### config.mk
export PLATFORM = sky130hd
export DESIGN_NAME = pfd_delayed_reset
export DESIGN_NICKNAME = d
export VERILOG_FILES = /design/src/rtl/pfd_pkg.sv /design/src/rtl/pfd_edge_sync.sv /design/src/rtl/pfd_clear_timer.sv /design/src/rtl/pfd_delayed_reset.sv
export SDC_FILE = /design/constraint.sdc
export NUM_CORES = 1
export LEC_CHECK = 0
export ABC_AREA = 0
export ABC_CLOCK_PERIOD_IN_PS = 2960
export BUFFER_PORTS_ARGS = -buffer_cell sky130_fd_sc_hd__buf_4
export CORE_AREA = 2 2 39 41
export CTS_BUF_LIST = sky130_fd_sc_hd__clkbuf_4 sky130_fd_sc_hd__clkbuf_8
export DETAILED_ROUTE_END_ITERATION = 16
export DIE_AREA = 0 0 41 43
export GPL_ROUTABILITY_DRIVEN = 0
export PLACE_DENSITY = 0.57
export SLEW_MARGIN = 10
export SYNTH_ARGS = -nofsm -noshare
export SYNTH_HDL_FRONTEND = slang
export SYNTH_SLANG_ARGS = --single-unit
export TNS_END_PERCENT = 30
### constraint.sdc
create_clock -name clk_i -period 2.96 [get_ports clk_i]
set_clock_uncertainty 0.2 [all_clocks]
set_input_delay 0.296 -clock clk_i [delete_from_list [all_inputs] [get_ports clk_i]]
set_output_delay 0.296 -clock clk_i [all_outputs]
set_load 0.01 [all_outputs]
### src/rtl/pfd_pkg.sv
package pfd_pkg;
  localparam int unsigned DLY_W       = 4;
  localparam int unsigned SYNC_STAGES = 2;
endpackage

### src/rtl/pfd_edge_sync.sv
module pfd_edge_sync #(
  parameter int unsigned STAGES = pfd_pkg::SYNC_STAGES
) (
  input  logic clk_i,
  input  logic rst_ni,
  input  logic async_i,
  output logic rise_o
);
  localparam int unsigned LAST = STAGES - 1;

  logic [STAGES-1:0] sync_q;
  logic              prev_q;

  generate
    for (genvar g = 0; g < STAGES; g++) begin : g_stage
      if (g == 0) begin : g_first
        always_ff @(posedge clk_i or negedge rst_ni)
          if (!rst_ni) sync_q[g] <= 1'b0;
          else         sync_q[g] <= async_i;
      end else begin : g_next
        always_ff @(posedge clk_i or negedge rst_ni)
          if (!rst_ni) sync_q[g] <= 1'b0;
          else         sync_q[g] <= sync_q[g-1];
      end
    end
  endgenerate

  always_ff @(posedge clk_i or negedge rst_ni)
    if (!rst_ni) prev_q <= 1'b0;
    else         prev_q <= sync_q[LAST];

  assign rise_o = sync_q[LAST] & ~prev_q;

  AST_RISE_SINGLE: assert property (@(posedge clk_i) disable iff (!rst_ni)
    rise_o |=> !rise_o);
endmodule

### src/rtl/pfd_clear_timer.sv
module pfd_clear_timer #(
  parameter int unsigned DLY_W = pfd_pkg::DLY_W
) (
  input  logic             clk_i,
  input  logic             rst_ni,
  input  logic             both_i,
  input  logic [DLY_W-1:0] dly_i,
  output logic             clr_o
);
  logic [DLY_W-1:0] cnt_q;

  assign clr_o = both_i && (cnt_q == dly_i);

  always_ff @(posedge clk_i or negedge rst_ni)
    if (!rst_ni)               cnt_q <= '0;
    else if (!both_i || clr_o) cnt_q <= '0;
    else                       cnt_q <= cnt_q + 1'b1;

  AST_CNT_IN_WINDOW: assert property (@(posedge clk_i) disable iff (!rst_ni)
    both_i |-> cnt_q <= dly_i);
endmodule

### src/rtl/pfd_delayed_reset.sv
module pfd_delayed_reset #(
  parameter int unsigned DLY_W       = pfd_pkg::DLY_W,
  parameter int unsigned SYNC_STAGES = pfd_pkg::SYNC_STAGES
) (
  input  logic             clk_i,
  input  logic             rst_ni,
  input  logic             ref_i,
  input  logic             fb_i,
  input  logic [DLY_W-1:0] clr_dly_i,
  output logic             up_o,
  output logic             dn_o
);
  logic ref_rise, fb_rise;
  logic up_q, dn_q, pend_up_q, pend_dn_q;
  logic both, clr;

  pfd_edge_sync #(.STAGES(SYNC_STAGES)) i_sync_ref (
    .clk_i(clk_i), .rst_ni(rst_ni), .async_i(ref_i), .rise_o(ref_rise));

  pfd_edge_sync #(.STAGES(SYNC_STAGES)) i_sync_fb (
    .clk_i(clk_i), .rst_ni(rst_ni), .async_i(fb_i), .rise_o(fb_rise));

  assign both = up_q & dn_q;

  pfd_clear_timer #(.DLY_W(DLY_W)) i_timer (
    .clk_i(clk_i), .rst_ni(rst_ni), .both_i(both), .dly_i(clr_dly_i), .clr_o(clr));

  // edges seen during the clear window are held until the clear is taken
  always_ff @(posedge clk_i or negedge rst_ni)
    if (!rst_ni) begin
      up_q      <= 1'b0;
      dn_q      <= 1'b0;
      pend_up_q <= 1'b0;
      pend_dn_q <= 1'b0;
    end else if (clr) begin
      up_q      <= pend_up_q | ref_rise;
      dn_q      <= pend_dn_q | fb_rise;
      pend_up_q <= 1'b0;
      pend_dn_q <= 1'b0;
    end else begin
      up_q      <= up_q | ref_rise;
      dn_q      <= dn_q | fb_rise;
      pend_up_q <= pend_up_q | (both & ref_rise);
      pend_dn_q <= pend_dn_q | (both & fb_rise);
    end

  assign up_o = up_q;
  assign dn_o = dn_q;

  AST_REF_SETS_UP: assert property (@(posedge clk_i) disable iff (!rst_ni)
    ref_rise |=> up_q);
  AST_FB_SETS_DN: assert property (@(posedge clk_i) disable iff (!rst_ni)
    fb_rise |=> dn_q);
  AST_UP_FALLS_AFTER_BOTH: assert property (@(posedge clk_i) disable iff (!rst_ni)
    $fell(up_q) |-> $past(dn_q));
  AST_DN_FALLS_AFTER_BOTH: assert property (@(posedge clk_i) disable iff (!rst_ni)
    $fell(dn_q) |-> $past(up_q));
  AST_PEND_IN_WINDOW: assert property (@(posedge clk_i) disable iff (!rst_ni)
    (pend_up_q | pend_dn_q) |-> (up_q & dn_q));
  AST_RESET_LOW: assert property (@(posedge clk_i)
    !rst_ni |-> (!up_o && !dn_o));
endmodule

After elaboration in Yosys (flattened, before gate mapping)
Index checks and enable logic that the tools add are counted.

word-level totals
  input bits = 8
  bits in read-only memories = 0
  latch bits = 0
  word-level logic and storage cells = 34
  memories = 0
  bits in registers = 14
  memory bits (writable) = 0

operators by class
  divide/modulo/power cells = 0
  shift-type cells = 0
  bitwise gates (word level) = 13
  order comparisons = 0
  equality and inequality tests = 1
  multipliers = 0
  $add $sub $neg = 1
  reduce and logical (&&, ||, !) cells = 3
  muxes and demuxes = 5

operators with widths
  operator                                      count
  OR 1 bit                                      6
  AND 1 bit                                     5
  adder 4 x 1 -> 4 bit (second input constant)  1
  equality test 4 bit                           1
  two-way mux 1 bit                             4
  two-way mux 4 bit                             1
  inverter 1 bit                                2
  logical AND 1 bit                             1
  logical NOT 1 bit                             1
  logical OR 1 bit                              1

Longest topological paths before layout
Gate-level depths: netlist (run 1).

  depth after elaboration = 5
  mapped depth = 3
  gate-level depth less buffers = 3

Hierarchy
A second synthesis (run 1) with hierarchy kept.

second synthesis, totals
  cell total of the unflattened synthesis = 40
  area, all modules = 556.8 um^2

modules (own cells, without submodules)
  module             area each (um^2)  instances  cells each  seq. area each (um^2)
  pfd_clear_timer    221.5             1          19          100.1
  pfd_edge_sync      88.8              2          4           75.1
  pfd_delayed_reset  157.7             1          13          100.1

Least setup slack after synthesis (run 1)
No wires, ideal clock.

  path type = register to register
  start = register i_timer.cnt_q[0]
  end = register pend_dn_q
  required time = 2622 ps
  setup time = 138 ps
  arrival = 1113 ps
  path slack = 1508 ps
  stages on the path, launching flop included = 4
  path buffers = 0
  path through = dfrtp_1 -> xor2_1 -> nor4_4 -> a31oi_1

between the ends
  longest elaborated chain between the ends = 3

RTL lines
  item                    line                     text
  from (decl)             pfd_clear_timer.sv:10    logic [DLY_W-1:0] cnt_q;
  from (signal assigned)  pfd_clear_timer.sv:17    else cnt_q <= cnt_q + 1'b1;
  equality test 4 bit     pfd_clear_timer.sv:12    assign clr_o = both_i && (cnt_q == dly_i);
  logical AND 1 bit       pfd_clear_timer.sv:12
  two-way mux 1 bit       pfd_delayed_reset.sv:35  end else if (clr) begin
  to (signal assigned)    pfd_delayed_reset.sv:44  pend_dn_q <= pend_dn_q | (both & fb_rise);
  to (decl)               pfd_delayed_reset.sv:14  logic up_q, dn_q, pend_up_q, pend_dn_q;

Every way passes these cells.

Final worst setup path (run 1)
  start = register i_timer.cnt_q[0]
  end = register pend_up_q

between the ends
  longest elaborated chain between the ends = 3

RTL lines
  item                  line                     text
  equality test 4 bit   pfd_clear_timer.sv:12
  logical AND 1 bit     pfd_clear_timer.sv:12
  two-way mux 1 bit     pfd_delayed_reset.sv:35
  to (signal assigned)  pfd_delayed_reset.sv:43  pend_up_q <= pend_up_q | (both & ref_rise);
  to (decl)             pfd_delayed_reset.sv:14

Every way passes these cells.

==> run metrics, run 1 <==
critical path's largest stage delay=0.48 ns; share of layout cells above drive strength 1=0.250; Leak Pwr=0.000301 uW; # setup viols final=0; ys async rst share=1.00; Post-Route WL=913 um; crit-path max FO=8; r2r endpoint=pend_up_q; status=finished clean; Worst path top cell family by delay=simple AND/OR/NAND/NOR gates; first-pass GRT wire length=1580 um; Clock power frac=0.225; Post-synth EDFFs=0; cts repair resizes=0; Fmax=0.627 GHz; Buffers & Inverters on Critical Path=0; maximum resistive drop on vdd=389 uV; worst setup path class=reg -> reg; Hold WS=0.152 ns; hold_buf cts=3; area grow syn2layout=28.6%; worst path required time=2.91 ns; Seq pwr share=0.481; Initial DRT Pass Iterations=4; reg2reg setup slack=1.37 ns; pin count of the biggest net entering global routing=15; most frequent cell after synthesis=dfrtp_1; unrepaired setup endpoints after global routing=false; initial antenna violation count=0; sequential area share after synthesis=0.651; min Tclk post-route=1.59 ns; Slew headroom=0.707; total gr overflow=0; Post-Syn Instances=40; Core ar.=1380 um^2; Fin. Hold Viols=0; row cnt=14; diode count=0; Synth Warn #=0; WHS Path Cells=0; Post CTS Setup Buffer Count=0; Max Slew Vio Count=0; Avg WL per Cell=12.7 um; Synth Flop Type=dfrtp_1; final setup margin=1.37 ns; Slew @ Worst Pin=0.436 ns; initial drt markers=6; crit path cell chain=xor2_1 -> nor4_4 -> a31oi_1; power share of the combinational group=0.294; Die Span X=41 um; crit share post-route=0.538; Clk pin slew, worst setup/hold paths=0.08 ns; height of the chip=43 um; CP startpoint kind=register; TritonCTS Sinks=14; main area contributors after synthesis=dfrtp_1 65%, xor2_1 8.1%, a31oi_1 4.7%; # H-tree levels=1; Initial Util=0.389; top post-synthesis cells by count=14 x dfrtp_1, 5 x xor2_1, 4 x a31oi_1; # DRC=0; Psw=197 uW; slowest CP cell=nor4_4; CP endpoint kind=register; vias per inst=4.92; FF-to-FF Start=i_timer.cnt_q[0]; number of synthesized register bits=14; CTS root buffer=clkbuf_4; Mapped Nets=49; CTS tree=done; Ports=10; Yosys top cell by area=dfrtp_1; via count=354; Post-Route Utilization=0.500; internal power=402 uW; CP arrival=1.54 ns; PwrDens=866 nW/um^2; die area=1760 um^2; WHS Endpoint=i_sync_fb.sync_q[1]; number of port buffers=9; Global Route Usage Sum=0.138; Detail Route Antenna Nets=0; worst skew pair latency=0.27 ns; Net count, final=66; MaxCap Viol Count=0; pre-CTS WS=1.38 ns; total CTS buffers=3; switch share=0.329; worst hold start=i_sync_fb.sync_q[0]; hold crit path type=reg -> reg; area of the mapped netlist=538 um^2; R2R cell count=3; Yosys cell types=13; setup TNS=0 ns; Mapped Avg Cell Area=13.5 um^2; Final HPWL DP=701 um; vias in the first global route=400; Bufs on Longest Clock Path=2; Synth top area share=0.651
worst register-to-register path, cell delays in order (launching register included):
cell and delay [ns]:
dfrtp_1 0.43, xor2_1 0.21, nor4_4 0.48, a31oi_1 0.15
cells in the final DEF, fill, tap and decap left out, drive strengths merged:
cell / n
nand2: 1
nor2b: 2
nor3: 3
dlygate4sd3: 3
buf: 9
nor3b: 3
a31oi: 4
xnor2: 1
dfrtp: 14
xor2: 5
nand3: 1
nor4: 1
a21oi: 2
nor2: 2
ha: 1
clkbuf: 4
kinds of logic (layout without fill, tap and decap cells):
family	Yosys count	count (layout)	share of synthesized area
AO/OA/AOI/OAI	6	6	0.0651
adder cells (fa/ha/maj)	1	1	0.0233
AND/OR/NAND/NOR	13	13	0.163
buffers and inverters	0	16	0
XOR/XNOR	6	6	0.0977
flip-flops	14	14	0.651
registers in the layout, indices dropped and copies added, names as in the netlist:
signal	cells
pend_up_q	1
dn_o	1
i_sync_ref.sync_q	2
i_sync_ref.prev_q	1
i_sync_fb.prev_q	1
i_timer.cnt_q	4
pend_dn_q	1
i_sync_fb.sync_q	2
up_o	1
metrics by stage:
stage	total power, uW	std cells	cell area (um^2)
2_1_floorplan	411	40	538
3_3_place_gp	450	65	626
3_5_place_dp	468	65	626
4_1_cts	610	72	692
5_1_grt	652	72	692
6_report	599	72	692
how the worst max path moves through the flow:
stage	startpoint	end	slack (ns)	cells past startpoint
after floorplan	i_timer.cnt_q[0]	pend_dn_q	1.51	3
after global placement	i_timer.cnt_q[0]	up_o	1.46	3
after detailed placement	i_timer.cnt_q[0]	pend_up_q	1.38	3
after CTS	i_timer.cnt_q[0]	pend_up_q	1.38	3
after global routing	i_timer.cnt_q[0]	pend_up_q	1.28	3
final	i_timer.cnt_q[0]	pend_up_q	1.37	3
layer usage:
layer  GRT usage  wire length (um)  vias up
met5           0                 0        -
met4      0.0800                 0        0
met3      0.0314                30        0
met2       0.228               512        6
met1       0.150               369      173
li1            -                 -      175
area by class of cell:
cell class,count,area (um^2)
Clock buffer,4,36.3
Fill cell,127,692
Multi-Input combinational cell,26,188
Sequential cell,14,350
Tap cell,16,20.0
Timing Repair Buffer,12,97.6
power by group through the flow:
stage | registers, uW | clock network (uW) | logic (uW)
after floorplan | 284 | 0 | 127
after global placement | 287 | 0 | 164
after detailed placement | 293 | 0 | 175
after CTS | 288 | 142 | 180
after global routing | 296 | 152 | 205
final | 288 | 135 | 176
(Power assumes the default switching activity.)
==> inputs of run 2 (changes only) <==
--- a/config.mk
+++ b/config.mk
@@ -5,15 +5,14 @@
 export SDC_FILE = /design/constraint.sdc
 export NUM_CORES = 1
 export LEC_CHECK = 0
-export ABC_AREA = 0
-export ABC_CLOCK_PERIOD_IN_PS = 2960
+export ABC_AREA = 1
+export ABC_CLOCK_PERIOD_IN_PS = 1500
 export BUFFER_PORTS_ARGS = -buffer_cell sky130_fd_sc_hd__buf_4
-export CORE_AREA = 2 2 39 41
+export CORE_UTILIZATION = 44
 export CTS_BUF_LIST = sky130_fd_sc_hd__clkbuf_4 sky130_fd_sc_hd__clkbuf_8
 export DETAILED_ROUTE_END_ITERATION = 16
-export DIE_AREA = 0 0 41 43
 export GPL_ROUTABILITY_DRIVEN = 0
-export PLACE_DENSITY = 0.57
+export PLACE_DENSITY = 0.61
 export SLEW_MARGIN = 10
 export SYNTH_ARGS = -nofsm -noshare
 export SYNTH_HDL_FRONTEND = slang
==> constraint.sdc (replaced) <==
create_clock -name clk_i -period 1.5 [get_ports clk_i]
set_clock_uncertainty 0.2 [all_clocks]
set_input_delay 0.15 -clock clk_i [delete_from_list [all_inputs] [get_ports clk_i]]
set_output_delay 0.15 -clock clk_i [all_outputs]
set_load 0.01 [all_outputs]
==> run 2 against run 1 <==
  * Hold slack worse by 0.10 ns
  * Setup slack worse by 1.2 ns
  * Sequential power is 90% higher
  * Area after synthesis is 14% higher
==> run metrics, run 2 <==
Global Route Usage Sum=0.165 (+0.0270); Final Cell Area=766 um^2 (+11%); die area=1550 um^2 (-12%); first-pass GRT wire length=1590 um (+0.44%); via count=440 (+24%); most frequent cell after synthesis=nand2_1; Slew headroom=0.877 (+0.169); Max Slew Vio Count=0 (unchanged); worst setup path class=reg -> reg; Post-Syn Instances=66 (+65%); Initial Util=0.471 (+0.0824); # DRC=0 (unchanged); crit-path max FO=5 (-3); Synth Warn #=0 (unchanged); Placed Area=699 um^2 (+12%); # setup viols final=0 (unchanged); min Tclk post-route=1.32 ns (-0.278 ns); CP startpoint kind=register; number of port buffers=9 (unchanged); share of layout cells above drive strength 1=0.256 (+0.00610); Avg WL per Cell=9.42 um (-26%); CP arrival=1.28 ns (-0.26 ns); top post-synthesis cells by count=17 x nand2_1, 14 x dfrtp_1, 12 x inv_1; # H-tree levels=1 (unchanged); Yosys top cell by area=dfrtp_1; vias per inst=4.54 (-7.7%); Mapped Nets=75 (+53%); Post-Route Utilization=0.588 (+0.0885); Fin. Hold Viols=0 (unchanged); Synth Flop Type=dfrtp_1; Clk pin slew, worst setup/hold paths=0.08 ns (about the same); height of the chip=39.3 um (-8.5%); vias in the first global route=407 (+1.8%); Final HPWL DP=688 um (-1.8%); Fmax=0.760 GHz (+21%); Final Power=1200 uW (+100%); Synth top area share=0.571 (-0.0797); worst path required time=1.46 ns (-1.45 ns); Largest register FFs=4 (unchanged); Post CTS Setup Buffer Count=0 (unchanged); CP endpoint kind=register; main area contributors after synthesis=dfrtp_1 57%, nand2_1 10%, inv_1 7.3%; MaxCap Viol Count=0 (unchanged); initial drt markers=4 (-2); Yosys cell types=15 (+2); CTS root buffer=clkbuf_4; initial antenna violation count=0 (unchanged); Post-Route WL=914 um (+0.11%); number of synthesized register bits=14 (unchanged); Net count, final=92 (+39%); Mapped Avg Cell Area=9.29 um^2 (-31%); total gr overflow=0 (unchanged); area of the mapped netlist=613 um^2 (+14%); pin count of the biggest net entering global routing=15 (unchanged); Bufs on Longest Clock Path=2 (unchanged); most frequent standard cell in the layout excluding fill and tap cells=nand2_1; diode count=0 (unchanged); most frequent cells in the layout=17 x nand2_1, 14 x dfrtp_1, 12 x inv_1; Slew @ Worst Pin=0.185 ns (-0.251 ns); Post-synth EDFFs=0 (unchanged); Die Span X=39.3 um (-4.1%); Largest regs=i_timer.cnt_q: 4 flops, i_sync_fb.sync_q: 2 flops, i_sync_ref.sync_q: 2 flops; area grow syn2layout=24.9%; Core ar.=1300 um^2 (-6.0%); ys async rst share=1.00 (unchanged); hold crit path type=in -> async; Ports=10 (unchanged); crit share post-route=0.877 (+0.339); Initial DRT Pass Iterations=4 (unchanged); maximum resistive drop on vdd=819 uV (+110%); status=finished clean; Detail Route Antenna Nets=0 (unchanged); total CTS buffers=3 (unchanged); unrepaired setup endpoints after global routing=false; setup TNS=0 ns (unchanged); Hold WS=0.0505 ns (-0.102 ns); row cnt=13 (-1); PwrDens=1570 nW/um^2 (+82%); sequential area share after synthesis=0.571 (-0.0797); layout filler cell count=101 (-20%); CTS tree=done; TritonCTS Sinks=14 (unchanged); Leak Pwr=0.000399 uW (+33%); Top reg by flops=i_timer.cnt_q; worst skew pair latency=0.27 ns (about the same)
-- run 2: changes by cell type in the layout (fill, tap and decap cells not counted), moves of 3 or more --
cell     delta
nand2_1    +16
inv_1      +12
nor3b_1     -3
a31oi_1     -4
xor2_1      -4
nor3_1      -3
nor2_1      +4
-- run 2: cell families (layout without fill, tap and decap cells) --
logic type,Yosys count,in the layout,share of synthesized area
AND/OR/NAND/NOR,33,33,0.271
flip-flops,14,14,0.571
buffers and inverters,14,30,0.0857
AO/OA/AOI/OAI,2,2,0.0224
XOR/XNOR,2,2,0.0286
adder cells (fa/ha/maj),1,1,0.0204
-- run 2: final timing paths --
path	startpoint	depth (start not counted)	slack [ns]	to
min	rst_ni	2	0.05	dn_o
max	i_timer.cnt_q[0]	6	0.18	dn_o
max in group asynchronous	rst_ni	2	0.88	i_sync_fb.sync_q[0]
min reg2reg	i_sync_ref.sync_q[0]	0	0.15	i_sync_ref.sync_q[1]
min in group clk_i	clr_dly_i[2]	6	0.13	up_o
max reg2reg	i_timer.cnt_q[0]	6	0.18	dn_o
-- run 2: worst max-delay path: stages, from the launching register on --
cell and delay, ns:
dfrtp_1 0.42, nand2_1 0.09, nand2_1 0.09, nor2_4 0.17, nand3_4 0.10, nand2_1 0.07
nand3_1 0.06
-- run 2: layout make-up --
class / count / area (um^2) / area share
Clock buffer: 4 / 36.3 / 0.0474
Multi-Input combinational cell: 38 / 210 / 0.275
Sequential cell: 14 / 350 / 0.458
Inverter: 14 / 52.6 / 0.0686
Timing Repair Buffer: 12 / 97.6 / 0.127
Tap cell: 15 / 18.8 / 0.0245
-- run 2: stage by stage --
stage / instances / setup slack [ns]
floorplan: 66 / 0.281
global placement: 90 / 0.200
detailed placement: 90 / 0.180
CTS: 97 / 0.174
global route: 97 / 0.0202
finish: 97 / 0.184
-- run 2: timing repair --
item / 4_1_cts / 5_1_grt
resized for setup: 0 / 0
hold endpoints to repair: 16 / 0
setup endpoints to repair: 0 / 0
hold buffers: 3 / 0
-- run 2: report_power, final --
group	switching [uW]	internal, uW	leakage (uW)
clock network	111	147	0.0000210
registers	78.2	468	0.000162
logic	233	167	0.000217
-- run 2: routing by layer --
metal,vias up,routed length [um],GRT usage
li1,229,-,-
met2,9,434,0.250
met1,202,433,0.203
met4,0,0,0.0517
met5,-,0,0
met3,0,45,0.0852
==> inputs of run 3 (changes only) <==
--- a/config.mk
+++ b/config.mk
@@ -5,16 +5,15 @@
 export SDC_FILE = /design/constraint.sdc
 export NUM_CORES = 1
 export LEC_CHECK = 0
-export ABC_AREA = 1
 export ABC_CLOCK_PERIOD_IN_PS = 1500
 export BUFFER_PORTS_ARGS = -buffer_cell sky130_fd_sc_hd__buf_4
-export CORE_UTILIZATION = 44
+export CORE_AREA = 2 2 39 41
 export CTS_BUF_LIST = sky130_fd_sc_hd__clkbuf_4 sky130_fd_sc_hd__clkbuf_8
 export DETAILED_ROUTE_END_ITERATION = 16
+export DIE_AREA = 0 0 41 43
 export GPL_ROUTABILITY_DRIVEN = 0
-export PLACE_DENSITY = 0.61
+export PLACE_DENSITY = 0.67
 export SLEW_MARGIN = 10
 export SYNTH_ARGS = -nofsm -noshare
 export SYNTH_HDL_FRONTEND = slang
 export SYNTH_SLANG_ARGS = --single-unit
-export TNS_END_PERCENT = 30
==> run 3 against run 2 <==
  * Combinational power fell by 5.5%
  * Final cell count fell by 24%
  * Maximum frequency fell by 8.9%
  * Clock power barely moved
  * Non-clock buffer count rose by 2
  * Setup slack got worse by 0.13 ns
  * Sequential power rose by 3%
  * Total power fell by 0.82%
  * Global-route usage fell by 5.2 points
  * Via count fell by 23%
==> run metrics, run 3 (synthesis results as in run 1) <==
status=finished clean; r2r endpoint=pend_up_q; pin count of the biggest net entering global routing=15 (unchanged); Detail Route Antenna Nets=0 (unchanged); Fin. Hold Viols=0 (unchanged); number of port buffers=9 (unchanged); Slew headroom=0.832 (-0.0442); min Tclk post-route=1.44 ns (+0.129 ns); initial drt markers=4 (unchanged); share of layout cells above drive strength 1=0.293 (+0.0370); diode count=0 (unchanged); die area=1760 um^2 (+14%); # H-tree levels=1 (unchanged); R2R cell count=4 (-2); Top reg by flops=i_timer.cnt_q; reg2reg setup slack=0.06 ns (-0.13 ns); layout filler cell count=123 (+22%); power share of the combinational group=0.316 (-0.016); Leak Pwr=0.000312 uW (-22%); Core ar.=1380 um^2 (+6.3%); Ports=10 (unchanged); vias in the first global route=310 (-24%); # setup viols final=0 (unchanged); first-pass GRT wire length=1280 um (-19%); total CTS buffers=3 (unchanged); Clock power frac=0.214 (about the same); CTS root buffer=clkbuf_4; most frequent cells in the layout=14 x dfrtp_1, 11 x buf_4, 4 x xor2_1, 4 x a31oi_1; Seq pwr share=0.470 (+0.017); switch share=0.312 (-0.0381); via count=341 (-23%); CP startpoint kind=register; row cnt=14 (+1); Initial DRT Pass Iterations=2 (-2); Fmax=0.692 GHz (-8.9%); crit-path max FO=8 (+3); height of the chip=43 um (+9.3%); hold crit path type=in -> async; Placed Area=641 um^2 (-8.4%); initial antenna violation count=0 (unchanged); PwrDens=1670 nW/um^2 (+6.3%); unrepaired setup endpoints after global routing=true; flip-flop and latch area=350 um^2 (unchanged); TritonCTS Sinks=14 (unchanged); Bufs on Longest Clock Path=2 (unchanged); Post-Route WL=770 um (-16%); Clk pin slew, worst setup/hold paths=0.08 ns (about the same); Initial Util=0.389 (-0.0824); total gr overflow=0 (unchanged); setup TNS=0 ns (unchanged); worst setup path class=reg -> reg; Final HPWL DP=581 um (-16%); MaxCap Viol Count=0 (unchanged); worst path required time=1.44 ns (-0.02 ns); crit share post-route=0.963 (+0.0858); area grow syn2layout=32.8%; Psw=373 uW (-12%); Die Span X=41 um (+4.2%); Max Slew Vio Count=0 (unchanged); Global Route Usage Sum=0.113 (-0.0521); FF-to-FF Start=i_timer.cnt_q[1]; pre-CTS WS=0.0682 ns (-0.111 ns); worst skew pair latency=0.27 ns (about the same); Final Cell Area=714 um^2 (-6.7%); Post CTS Setup Buffer Count=0 (unchanged); multi-input logic area=195 um^2 (-7.1%); internal power=822 uW (+5.0%); Avg WL per Cell=10.4 um (+10%); Largest regs=i_timer.cnt_q: 4 flops, i_sync_fb.sync_q: 2 flops, i_sync_ref.sync_q: 2 flops; final setup margin=0.0554 ns (-0.129 ns); Net count, final=68 (-26%); maximum resistive drop on vdd=1000 uV (+22%); vias per inst=4.61 (+1.6%); most frequent standard cell in the layout excluding fill and tap cells=dfrtp_1; CP arrival=1.38 ns (+0.10 ns); # DRC=0 (unchanged); Slew @ Worst Pin=0.251 ns (+0.0656 ns); CP endpoint kind=register; CTS tree=done; Largest register FFs=4 (unchanged)
## run 3: cell types whose count changed in the layout (fill, tap and decap cells not counted), moves of 3 or more
cell     previous run  this run
nor3b_1             0         3
nand2_1            17         1
a31oi_1             0         4
nor2_1              6         2
xor2_1              1         4
inv_1              12         0
nor3_1              0         3
## run 3: timing repair
action | in CTS | in global routing
endpoints found under the hold margin | 16 | 0
hold buffers | 3 | 0
resized for setup | 0 | 1
endpoints found under the setup margin | 0 | 4
## run 3: worst max-delay path: stages (launching register included)
cell and delay [ns]:
dfrtp_1 0.41, xor2_1 0.19, nor4_4 0.24, buf_4 0.18
a31oi_1 0.09
## run 3: how the worst max path moves through the flow
stage                           from         to  cells after the start
finish              i_timer.cnt_q[1]  pend_up_q                      4
floorplan           i_timer.cnt_q[0]  pend_dn_q                      3
detailed placement  i_timer.cnt_q[1]  pend_up_q                      4
CTS                 i_timer.cnt_q[1]  pend_up_q                      4
global placement    i_timer.cnt_q[0]  pend_dn_q                      4
global route        i_timer.cnt_q[1]  pend_up_q                      4
## run 3: layout make-up
| cell class | instances | share of cell area |
|---|---|---|
| flip-flops and latches | 14 | 0.490 |
| multi-input cells | 26 | 0.273 |
| repair buffers | 14 | 0.158 |
| clock buffers | 4 | 0.0508 |
| well taps | 16 | 0.0280 |
## run 3: stage by stage
step / instances / power, uW / hold WS [ns] / utilization
5_1_grt: 74 / 1290 / 0.0634 / 0.516
3_5_place_dp: 67 / 940 / -0.192 / 0.463
4_1_cts: 74 / 1210 / 0.0498 / 0.511
2_1_floorplan: 40 / 811 / -0.346 / -
6_report: 74 / 1190 / 0.0548 / 0.516
3_3_place_gp: 67 / 939 / -0.194 / 0.463
## run 3: power by group through the flow
stage          Sequential [uW]  Clock (uW)  Combinational [uW]
6_report                   561         256                 378
5_1_grt                    574         284                 432
4_1_cts                    559         270                 380
3_5_place_dp               567           0                 372
3_3_place_gp               563           0                 376
2_1_floorplan              561           0                 250
## run 3: per-layer routing
layer	up-vias	routed length (um)	global-route usage
met2	6	364	0.159
met3	0	30	0.0471
met4	0	0	0.0600
met1	158	375	0.142
met5	-	0	0
li1	177	-	-
